### src/rtl/opcw_pkg.sv
package opcw_pkg;
  localparam int WAYS       = 4;
  localparam int WAY_W      = 2;
  localparam int WORD_BITS  = 32;
  localparam int LINE_WORDS = 4;
  localparam int LINE_BITS  = WORD_BITS * LINE_WORDS;

  typedef logic [2:0]           plru_t;
  typedef logic [LINE_BITS-1:0] line_t;

  typedef enum logic [2:0] {
    S_IDLE, S_LOOKUP, S_EVICT, S_FILL, S_WTWR, S_RESP
  } state_t;

  // Tree state: bit0 picks the pair, bit1/bit2 pick inside the pair.
  function automatic logic [WAY_W-1:0] plru_pick(plru_t t);
    if (!t[0]) return t[1] ? 2'd1 : 2'd0;
    return t[2] ? 2'd3 : 2'd2;
  endfunction

  // Point the tree away from the way just used.
  function automatic plru_t plru_touch(plru_t t, logic [WAY_W-1:0] w);
    plru_t n;
    n = t;
    if (!w[1]) begin
      n[0] = 1'b1;
      n[1] = ~w[0];
    end else begin
      n[0] = 1'b0;
      n[2] = ~w[0];
    end
    return n;
  endfunction

  // Byte-enabled merge of one word into a line.
  function automatic line_t line_merge(line_t l, logic [1:0] wsel,
                                       logic [WORD_BITS-1:0] d, logic [3:0] be);
    line_t r;
    int    base;
    r    = l;
    base = int'(wsel) * WORD_BITS;
    for (int b = 0; b < 4; b++) begin
      if (be[b]) r[base + b*8 +: 8] = d[b*8 +: 8];
    end
    return r;
  endfunction
endpackage

### src/rtl/opcw_store.sv
module opcw_store import opcw_pkg::*; #(
  parameter  int SETS  = 4,
  parameter  int TAG_W = 10,
  localparam int IDX_W = $clog2(SETS)
) (
  input  logic                       clk,
  input  logic                       rst_n,
  input  logic [IDX_W-1:0]           rd_set,
  output logic [WAYS-1:0][TAG_W-1:0] rd_tag,
  output logic [WAYS-1:0]            rd_valid,
  output logic [WAYS-1:0]            rd_dirty,
  output line_t [WAYS-1:0]           rd_line,
  output plru_t                      rd_plru,
  input  logic                       wr_en,
  input  logic [IDX_W-1:0]           wr_set,
  input  logic [WAY_W-1:0]           wr_way,
  input  logic [TAG_W-1:0]           wr_tag,
  input  line_t                      wr_line,
  input  logic                       wr_dirty,
  input  plru_t                      wr_plru
);
  logic [TAG_W-1:0] tag_q   [SETS][WAYS];
  line_t            line_q  [SETS][WAYS];
  logic [WAYS-1:0]  val_q   [SETS];
  logic [WAYS-1:0]  dirty_q [SETS];
  plru_t            plru_q  [SETS];

  for (genvar g = 0; g < WAYS; g++) begin : g_rd
    assign rd_tag[g]   = tag_q[rd_set][g];
    assign rd_line[g]  = line_q[rd_set][g];
    assign rd_valid[g] = val_q[rd_set][g];
    assign rd_dirty[g] = dirty_q[rd_set][g];
  end
  assign rd_plru = plru_q[rd_set];

  always_ff @(posedge clk) begin
    if (!rst_n) begin
      for (int s = 0; s < SETS; s++) begin
        val_q[s]   <= '0;
        dirty_q[s] <= '0;
        plru_q[s]  <= '0;
      end
    end else if (wr_en) begin
      val_q[wr_set][wr_way]   <= 1'b1;
      dirty_q[wr_set][wr_way] <= wr_dirty;
      plru_q[wr_set]          <= wr_plru;
    end
  end

  always_ff @(posedge clk) begin
    if (wr_en) begin
      tag_q[wr_set][wr_way]  <= wr_tag;
      line_q[wr_set][wr_way] <= wr_line;
    end
  end
endmodule

### src/rtl/opcw_lookup.sv
module opcw_lookup import opcw_pkg::*; #(
  parameter int TAG_W = 10
) (
  input  logic                       clk,
  input  logic                       rst_n,
  input  logic                       check_en,
  input  logic [WAYS-1:0][TAG_W-1:0] way_tag,
  input  logic [WAYS-1:0]            way_valid,
  input  logic [TAG_W-1:0]           req_tag,
  input  plru_t                      plru,
  output logic                       hit,
  output logic [WAY_W-1:0]           hit_way,
  output logic [WAY_W-1:0]           victim_way
);
  logic [WAYS-1:0] match;

  for (genvar g = 0; g < WAYS; g++) begin : g_cmp
    assign match[g] = way_valid[g] && (way_tag[g] == req_tag);
  end

  always_comb begin
    hit     = |match;
    hit_way = '0;
    for (int w = 0; w < WAYS; w++) begin
      if (match[w]) hit_way = WAY_W'(w);
    end
  end

  // Lowest invalid way wins; with a full set the tree decides.
  always_comb begin
    victim_way = plru_pick(plru);
    for (int w = WAYS-1; w >= 0; w--) begin
      if (!way_valid[w]) victim_way = WAY_W'(w);
    end
  end

  assert_single_hit_R8: assert property (@(posedge clk) disable iff (!rst_n)
    check_en |-> $onehot0(match));
endmodule

### src/rtl/opcache_wr_ctrl.sv
module opcache_wr_ctrl import opcw_pkg::*; #(
  parameter  int ADDR_W = 16,
  parameter  int SETS   = 4,
  localparam int IDX_W  = $clog2(SETS),
  localparam int TAG_W  = ADDR_W - 4 - IDX_W
) (
  input  logic                 clk,
  input  logic                 rst_n,
  input  logic                 wb_mode,
  input  logic                 cpu_req,
  input  logic [ADDR_W-1:0]    cpu_addr,
  input  logic [31:0]          cpu_wdata,
  input  logic [3:0]           cpu_be,
  output logic                 cpu_ready,
  output logic                 mem_req,
  output logic                 mem_we,
  output logic [ADDR_W-1:0]    mem_addr,
  output logic [31:0]          mem_wdata,
  output logic [3:0]           mem_be,
  input  logic                 mem_ack,
  input  logic [127:0]         mem_rdata,
  output logic                 evb_push,
  output logic [ADDR_W-1:0]    evb_addr,
  output logic [127:0]         evb_line,
  input  logic                 evb_busy
);
  state_t              state_q, state_d;
  logic [ADDR_W-1:0]   addr_q, evb_addr_q;
  logic [31:0]         data_q;
  logic [3:0]          be_q;
  logic                mode_q;
  logic [WAY_W-1:0]    way_q;
  line_t               evb_line_q;

  logic [IDX_W-1:0]    req_set;
  logic [TAG_W-1:0]    req_tag;
  logic [1:0]          req_word;

  logic [WAYS-1:0][TAG_W-1:0] rd_tag;
  logic [WAYS-1:0]     rd_valid, rd_dirty;
  line_t [WAYS-1:0]    rd_line;
  plru_t               rd_plru;
  logic                hit;
  logic [WAY_W-1:0]    hit_way, victim_way;

  logic                wr_en, wr_dirty;
  logic [WAY_W-1:0]    wr_way;
  line_t               wr_line;
  plru_t               wr_plru;

  // Named internal events.
  logic ev_accept, ev_decide, ev_wb_hit, ev_wt_hit, ev_wb_miss;
  logic ev_dirty_victim, ev_fill_done;

  assign req_set  = addr_q[4 +: IDX_W];
  assign req_tag  = addr_q[ADDR_W-1 -: TAG_W];
  assign req_word = addr_q[3:2];

  assign ev_accept       = (state_q == S_IDLE) && cpu_req;
  assign ev_decide       = (state_q == S_LOOKUP);
  assign ev_wb_hit       = ev_decide && mode_q && hit;
  assign ev_wt_hit       = ev_decide && !mode_q && hit;
  assign ev_wb_miss      = ev_decide && mode_q && !hit;
  assign ev_dirty_victim = ev_wb_miss && rd_valid[victim_way] && rd_dirty[victim_way];
  assign ev_fill_done    = (state_q == S_FILL) && mem_ack;

  opcw_store #(.SETS(SETS), .TAG_W(TAG_W)) u_store (
    .clk(clk), .rst_n(rst_n), .rd_set(req_set),
    .rd_tag(rd_tag), .rd_valid(rd_valid), .rd_dirty(rd_dirty),
    .rd_line(rd_line), .rd_plru(rd_plru),
    .wr_en(wr_en), .wr_set(req_set), .wr_way(wr_way), .wr_tag(req_tag),
    .wr_line(wr_line), .wr_dirty(wr_dirty), .wr_plru(wr_plru)
  );

  opcw_lookup #(.TAG_W(TAG_W)) u_lookup (
    .clk(clk), .rst_n(rst_n), .check_en(ev_decide),
    .way_tag(rd_tag), .way_valid(rd_valid), .req_tag(req_tag), .plru(rd_plru),
    .hit(hit), .hit_way(hit_way), .victim_way(victim_way)
  );

  always_comb begin
    wr_en    = 1'b0;
    wr_way   = hit_way;
    wr_line  = rd_line[hit_way];
    wr_dirty = rd_dirty[hit_way];
    wr_plru  = rd_plru;
    if (ev_wb_hit || ev_wt_hit) begin
      wr_en    = 1'b1;
      wr_line  = line_merge(rd_line[hit_way], req_word, data_q, be_q);
      wr_dirty = mode_q ? 1'b1 : rd_dirty[hit_way];
      wr_plru  = plru_touch(rd_plru, hit_way);
    end else if (ev_fill_done) begin
      wr_en    = 1'b1;
      wr_way   = way_q;
      wr_line  = line_merge(mem_rdata, req_word, data_q, be_q);
      wr_dirty = 1'b1;
      wr_plru  = plru_touch(rd_plru, way_q);
    end
  end

  always_comb begin
    state_d = state_q;
    unique case (state_q)
      S_IDLE:   if (cpu_req) state_d = S_LOOKUP;
      S_LOOKUP: begin
        if (ev_wb_hit)            state_d = S_RESP;
        else if (!mode_q)         state_d = S_WTWR;
        else if (ev_dirty_victim) state_d = S_EVICT;
        else                      state_d = S_FILL;
      end
      S_EVICT:  if (!evb_busy) state_d = S_FILL;
      S_FILL:   if (mem_ack)   state_d = S_RESP;
      S_WTWR:   if (mem_ack)   state_d = S_RESP;
      S_RESP:   state_d = S_IDLE;
      default:  state_d = S_IDLE;
    endcase
  end

  always_ff @(posedge clk) begin
    if (!rst_n) state_q <= S_IDLE;
    else        state_q <= state_d;
  end

  always_ff @(posedge clk) begin
    if (ev_accept) begin
      addr_q <= cpu_addr;
      data_q <= cpu_wdata;
      be_q   <= cpu_be;
      mode_q <= wb_mode;
    end
    if (ev_wb_miss) begin
      way_q      <= victim_way;
      evb_addr_q <= {rd_tag[victim_way], req_set, 4'b0000};
      evb_line_q <= rd_line[victim_way];
    end
  end

  assign cpu_ready = (state_q == S_RESP);
  assign mem_req   = (state_q == S_FILL) || (state_q == S_WTWR);
  assign mem_we    = (state_q == S_WTWR);
  assign mem_addr  = mem_we ? addr_q : {addr_q[ADDR_W-1:4], 4'b0000};
  assign mem_wdata = data_q;
  assign mem_be    = mem_we ? be_q : 4'hF;
  assign evb_push  = (state_q == S_EVICT) && !evb_busy;
  assign evb_addr  = evb_addr_q;
  assign evb_line  = evb_line_q;

  assert_wb_no_ext_write_R1: assert property (@(posedge clk) disable iff (!rst_n)
    (mem_req && mem_we) |-> !mode_q);
  assert_wt_no_fill_R3: assert property (@(posedge clk) disable iff (!rst_n)
    (mem_req && !mem_we) |-> mode_q);
  assert_victim_before_fill_R5: assert property (@(posedge clk) disable iff (!rst_n)
    ev_dirty_victim |=> !mem_req);
  assert_fill_after_push_R5: assert property (@(posedge clk) disable iff (!rst_n)
    evb_push |=> (mem_req && !mem_we));
  assert_stall_on_busy_R6: assert property (@(posedge clk) disable iff (!rst_n)
    ((state_q == S_EVICT) && evb_busy) |=> (!mem_req && !cpu_ready));
  assert_ready_pulse_R9: assert property (@(posedge clk) disable iff (!rst_n)
    cpu_ready |=> !cpu_ready);
  assert_mem_hold_R9: assert property (@(posedge clk) disable iff (!rst_n)
    (mem_req && !mem_ack) |=> (mem_req && $stable(mem_addr) && $stable(mem_we)));
endmodule

### config.mk
export PLATFORM = sky130hd
export DESIGN_NAME = opcache_wr_ctrl
export DESIGN_NICKNAME = d
export VERILOG_FILES = /design/src/rtl/opcw_pkg.sv /design/src/rtl/opcw_store.sv /design/src/rtl/opcw_lookup.sv /design/src/rtl/opcache_wr_ctrl.sv
export SDC_FILE = /design/constraint.sdc
export NUM_CORES = 2
export LEC_CHECK = 0
export BUFFER_PORTS_ARGS = -buffer_cell sky130_fd_sc_hd__buf_2
export CAP_MARGIN = 5
export CORE_MARGIN = 1.5
export CORE_UTILIZATION = 35
export DETAILED_ROUTE_END_ITERATION = 8
export PLACE_DENSITY = 0.5
export SETUP_SLACK_MARGIN = 0.1
export SYNTH_ARGS = -nofsm -noshare
export SYNTH_HDL_FRONTEND = slang
export SYNTH_SLANG_ARGS = --single-unit
### constraint.sdc
create_clock -name clk -period 11.9 [get_ports clk]
set_input_delay 1.785 -clock clk [delete_from_list [all_inputs] [get_ports clk]]
set_output_delay 1.785 -clock clk [all_outputs]
set_load 0.02 [all_outputs]
==> results.md <==
STA:
- The clock arrives with slightly below 50 ps of skew.
- The shortest period the worst path allows is approximately 7800 ps.
- The tightest hold path in the finished design has a slack of approximately 760 ps.
- Setup violations remaining at the end of the flow were counted as 0.
- The normalized max-slew margin is ~16%.
- Setup repair after global routing left no endpoint under its margin.
- The post-route setup TNS is 0 ps.
- The portion of the clock cycle consumed by the worst path in the final layout is roughly two thirds.
- The final number of max-transition violations is 0.
- The fmax is roughly 130 MHz.
- The total count of hold-check failures in the final report is 0.
- The transition time at the pin with the least slew margin is approximately 1300 ps.

Yosys:
- The synthesized netlist devotes 4.93% of its cell area to simple gates.
- The portion of netlist area occupied by mux cells is between 10 and 15%.
- The synthesized netlist occupies a cell area of around 0.099 sq mm.
- The dominant combinational cell family by area after synthesis is multiplexers.
- By area the synthesized netlist is led by sky130_fd_sc_hd__edfxtp_1, sky130_fd_sc_hd__mux4_2, sky130_fd_sc_hd__nand2_1.
- The fraction of registers with async set/reset is 0%.
- The Yosys step of the flow raised 0 warnings.
- In this run the mean area of a mapped cell was ~19 sq um.
- The leading area contributor after synthesis is sky130_fd_sc_hd__edfxtp_1.
- The proportion of synthesized chip area in sequential cells is 74.3%.
- The synthesized netlist contains 72 unique library cells.
- Yosys mapped a number of flops with a built-in enable equal to 2447.
- The xor and xnor fraction of the mapped netlist area is less than 1%.
- The area share of fa/ha/maj cells after synthesis is 0.0758%.
- The share of the synthesized area in compound gates (AO/OA/AOI/OAI) is under 10%.
- For this run, the leading register cell type out of synthesis is sky130_fd_sc_hd__edfxtp_1.
- The number of instances in the synthesized netlist is ~5300.
- The synthesized design contains ~2500 register bits.
- After synthesis, the largest area contributor takes up between 70% and 80% of total cell area.

Route:
- In the routed design, unresolved DRC markers number 0.
- The violation count after the first detailed-routing iteration is about 6600.
- The post-detailed-route wirelength per cell is 33.1 microns.
- The pre-antenna-repair detailed-routing pass consisted of 7 iterations.
- The remaining antenna violation count is 0.
- The post-detailed-routing wire length is 323000 microns.
- The total number of vias is roughly 56000.
- Using the TritonRoute via totals, the vias-per-cell ratio works out to between 5 and 6.

Power:
- Net switching is 28.7% of the power.
- Summed over all cells, the static leakage comes to 0.0366 uW.
- Registers are responsible for between 40% and 50% of the overall power.
- In this run the power density over the cells is about 210 mW/mm^2.
- The combinational power share is approximately a fifth.
- Cell internal power was estimated by the tool at ~17000 uW.
- The worst vdd rail ir drop is ~110 uV.
- The clock network burns roughly 36% of the power.
- The analysis attributes to net switching a power of 6790 uW.

Clock tree:
- TritonCTS built the clock tree.
- The clock passes through at most 4 buffers.
- After clock tree synthesis, the repair step resized 0 gates.
- At the later pin of the worst-skew pair, clock insertion delay measures approximately 890 ps.
- The total clock sinks is approximately 2500.
- The library cell used as clock root buffer is sky130_fd_sc_hd__clkbuf_16.
- Clock-pin slew was measured on the worst setup and hold paths at 60 ps.
- In this run the post-CTS setup repair buffer count came out at 0.
- The H-tree generated during clock tree synthesis spans 5 levels.
- The TritonCTS buffer count is between 200 and 300.
- The number of buffers inserted by hold repair at cts is 0.

Final layout:
- The area growth from synthesis to layout is 15.9%.
- The finished layout holds approximately 9800 standard cells, fillers aside.
- The net count of the finished layout is 5968.
- The share of cells above drive strength 1 is 26.5%.

Setup path:
- The type of the worst setup path is register to register.
- The critical path launch point type is a register.
- Data on the critical path is required at its endpoint by between 10000 and 15000 ps.
- Along the worst path, the maximum fanout reaches 48.
- For the worst setup path, the data arrival time is roughly 8300 ps.
- The kind of end point of the critical path is a register.

Placement:
- The post-detailed-placement half-perimeter wirelength is between 150000 and 200000 microns.
- The final estimated routing congestion in global placement is 0.790.
- The count of buffers from port buffering is between 300 and 400.
- The post-placement cell count is 9236.

Die:
- The row count is between 150 and 200.
- After floorplanning, the core was sized to cover roughly 0.28 sq mm.
- The floorplan step set the die width to around 540 microns.
- The height of the chip is roughly 540 microns.
- The starting density of the core is between 30% and 40%.
- The full die area is approximately 0.29 sq mm.
- The top-level I/O count is 386.

GRT:
- The number of global-route vias before repair is roughly 56000.
- After global routing the overflow that remains totals 0.
- Entering global routing, the biggest net connects between 100 and 150 pins.
- The first global-routing pass estimated 446000 microns of wire.
- The number of antenna violations at the first check in global routing is 38.
- The total global-route track usage is around 22%.

Worst hold path:
- The worst min-delay path category is register to register.

Status:
- The run finished with clean final reports.

Job:
- The tool flagged a number of max-cap violations equal to 0.
## layout make-up
type	instances	area [sq um]
fill	25100	167000
sequential	2452	73600
multi-input combinational	2473	24100
clock buffer	348	7450
tap	3743	4680
timing repair buffer	558	3460
clock inverter	150	1360
inverter	11	48.8
antenna	16	40.0
## metal layers
layer	routed length [microns]	vias up	part of all wire (%)	global-route usage [%]
li1	-	22800	-	-
met3	24900	533	7.7	3.99
met5	88	-	0.027	0
met4	9960	14	3.1	6.99
met2	151000	2551	47	35.1
met1	138000	29800	43	31.1
## cells in the mapped netlist (all sizes together) (5+ instances only)
cell,n
mux2i,5
o32ai,8
nand2,549
a21oi,49
mux4,565
a31o,23
o22ai,33
dfxtp,5
nand2b,16
a221oi,8
inv,10
buf,115
nor2,84
a31oi,166
clkbuf,254
xnor2,40
a22oi,61
nand3,17
nand4,15
o22a,8
nor3b,8
nor4,10
a21boi,16
o21ai,171
a211oi,148
edfxtp,2447
a221o,93
nor3,43
or3,9
and2,148
and3,118
ha,6
## final timing paths
check	from	end	slack, ps	depth (start not counted)
hold / removal	state_q[2]$_SDFFE_PN0P_	state_q[2]$_SDFFE_PN0P_	760	2
hold reg to reg	state_q[2]$_SDFFE_PN0P_	state_q[2]$_SDFFE_PN0P_	760	2
setup / recovery	register	u_store.line_q[0][454]$_DFFE_PP_	4090	12
setup reg to reg	register	u_store.line_q[0][454]$_DFFE_PP_	4090	12
## cell usage in the layout, fill, tap and decap left out, types with 12 or more instances in the layout
master                         n
sky130_fd_sc_hd__nor3_2       19
sky130_fd_sc_hd__o22ai_1      33
sky130_fd_sc_hd__diode_2      16
sky130_fd_sc_hd__a211oi_1    148
sky130_fd_sc_hd__nand3_1      15
sky130_fd_sc_hd__xnor2_1      40
sky130_fd_sc_hd__mux4_2      565
sky130_fd_sc_hd__bufinv_16    19
sky130_fd_sc_hd__buf_4       158
sky130_fd_sc_hd__nor3_1       22
sky130_fd_sc_hd__buf_2       381
sky130_fd_sc_hd__clkbuf_16   289
sky130_fd_sc_hd__nand4_1      14
sky130_fd_sc_hd__edfxtp_1   2447
sky130_fd_sc_hd__nor2_4       18
sky130_fd_sc_hd__a22oi_1      61
sky130_fd_sc_hd__and2_1      148
sky130_fd_sc_hd__clkbuf_1     59
sky130_fd_sc_hd__a221o_1      93
sky130_fd_sc_hd__and3_1      117
sky130_fd_sc_hd__o21ai_0     164
sky130_fd_sc_hd__nor2_1       65
sky130_fd_sc_hd__a21oi_1      48
sky130_fd_sc_hd__a31oi_1     164
sky130_fd_sc_hd__nand2_1     549
sky130_fd_sc_hd__nand2b_1     16
sky130_fd_sc_hd__a31o_2       23
sky130_fd_sc_hd__clkinv_1     65
sky130_fd_sc_hd__buf_12       18
sky130_fd_sc_hd__clkinv_2     40
sky130_fd_sc_hd__a21boi_0     12
## critical path, cell delays in order (launching register included)
cell	delay [ps]
sky130_fd_sc_hd__dfxtp_4	930
sky130_fd_sc_hd__buf_4	780
sky130_fd_sc_hd__mux4_2	620
sky130_fd_sc_hd__xnor2_1	260
sky130_fd_sc_hd__nand3_1	170
sky130_fd_sc_hd__or3_4	670
sky130_fd_sc_hd__buf_4	430
sky130_fd_sc_hd__nand4_4	290
sky130_fd_sc_hd__a31oi_1	240
sky130_fd_sc_hd__nand2b_1	560
sky130_fd_sc_hd__nor3_4	690
sky130_fd_sc_hd__buf_4	690
sky130_fd_sc_hd__buf_4	880
## cells by family (layout without fill, tap and decap cells)
group                      count (synthesis)  in the layout
DFF                                     2452           2452
and+or+nand+nor                         1026           1026
AOI/OAI and AO/OA                        823            823
muxes                                    574            574
buffers and inverters                    380           1067
xor gates and xnor gates                  40             40
adders and majority gates                  6              6
other                                      1             20
## power groups by stage
stage	sequential [uW]	clock [uW]	combinational, uW
final	10500	8420	4700
after global routing	10600	8900	5040
after CTS	10500	8600	4760
after detailed placement	10700	0	4740
after global placement	10700	0	4690
after floorplan	10800	0	2890
## state kept, by name, summed over array words and instances, names as in the netlist, named ones only
| signal | flops |
|---|---|
| addr_q | 16 |
| be_q | 4 |
| evb_addr | 12 |
| evb_line | 128 |
| mem_wdata | 32 |
| mode_q | 1 |
| state_q | 3 |
| u_store.dirty_q | 16 |
| u_store.line_q | 2048 |
| u_store.plru_q | 12 |
| u_store.tag_q | 160 |
| u_store.val_q | 16 |
| way_q | 2 |
## metrics by stage
stage          instance area, sq um  total power [uW]  worst slack [ps]  utilization (%)
2_1_floorplan                 99100             13700              2420                -
3_3_place_gp                 106000             15400              3910             37.6
3_5_place_dp                 106000             15500              3910             37.6
4_1_cts                      115000             23900              3930             40.7
5_1_grt                      115000             24500              3540             40.7
6_report                     115000             23700              4090             40.7
Power figures use the tool's default switching activity.
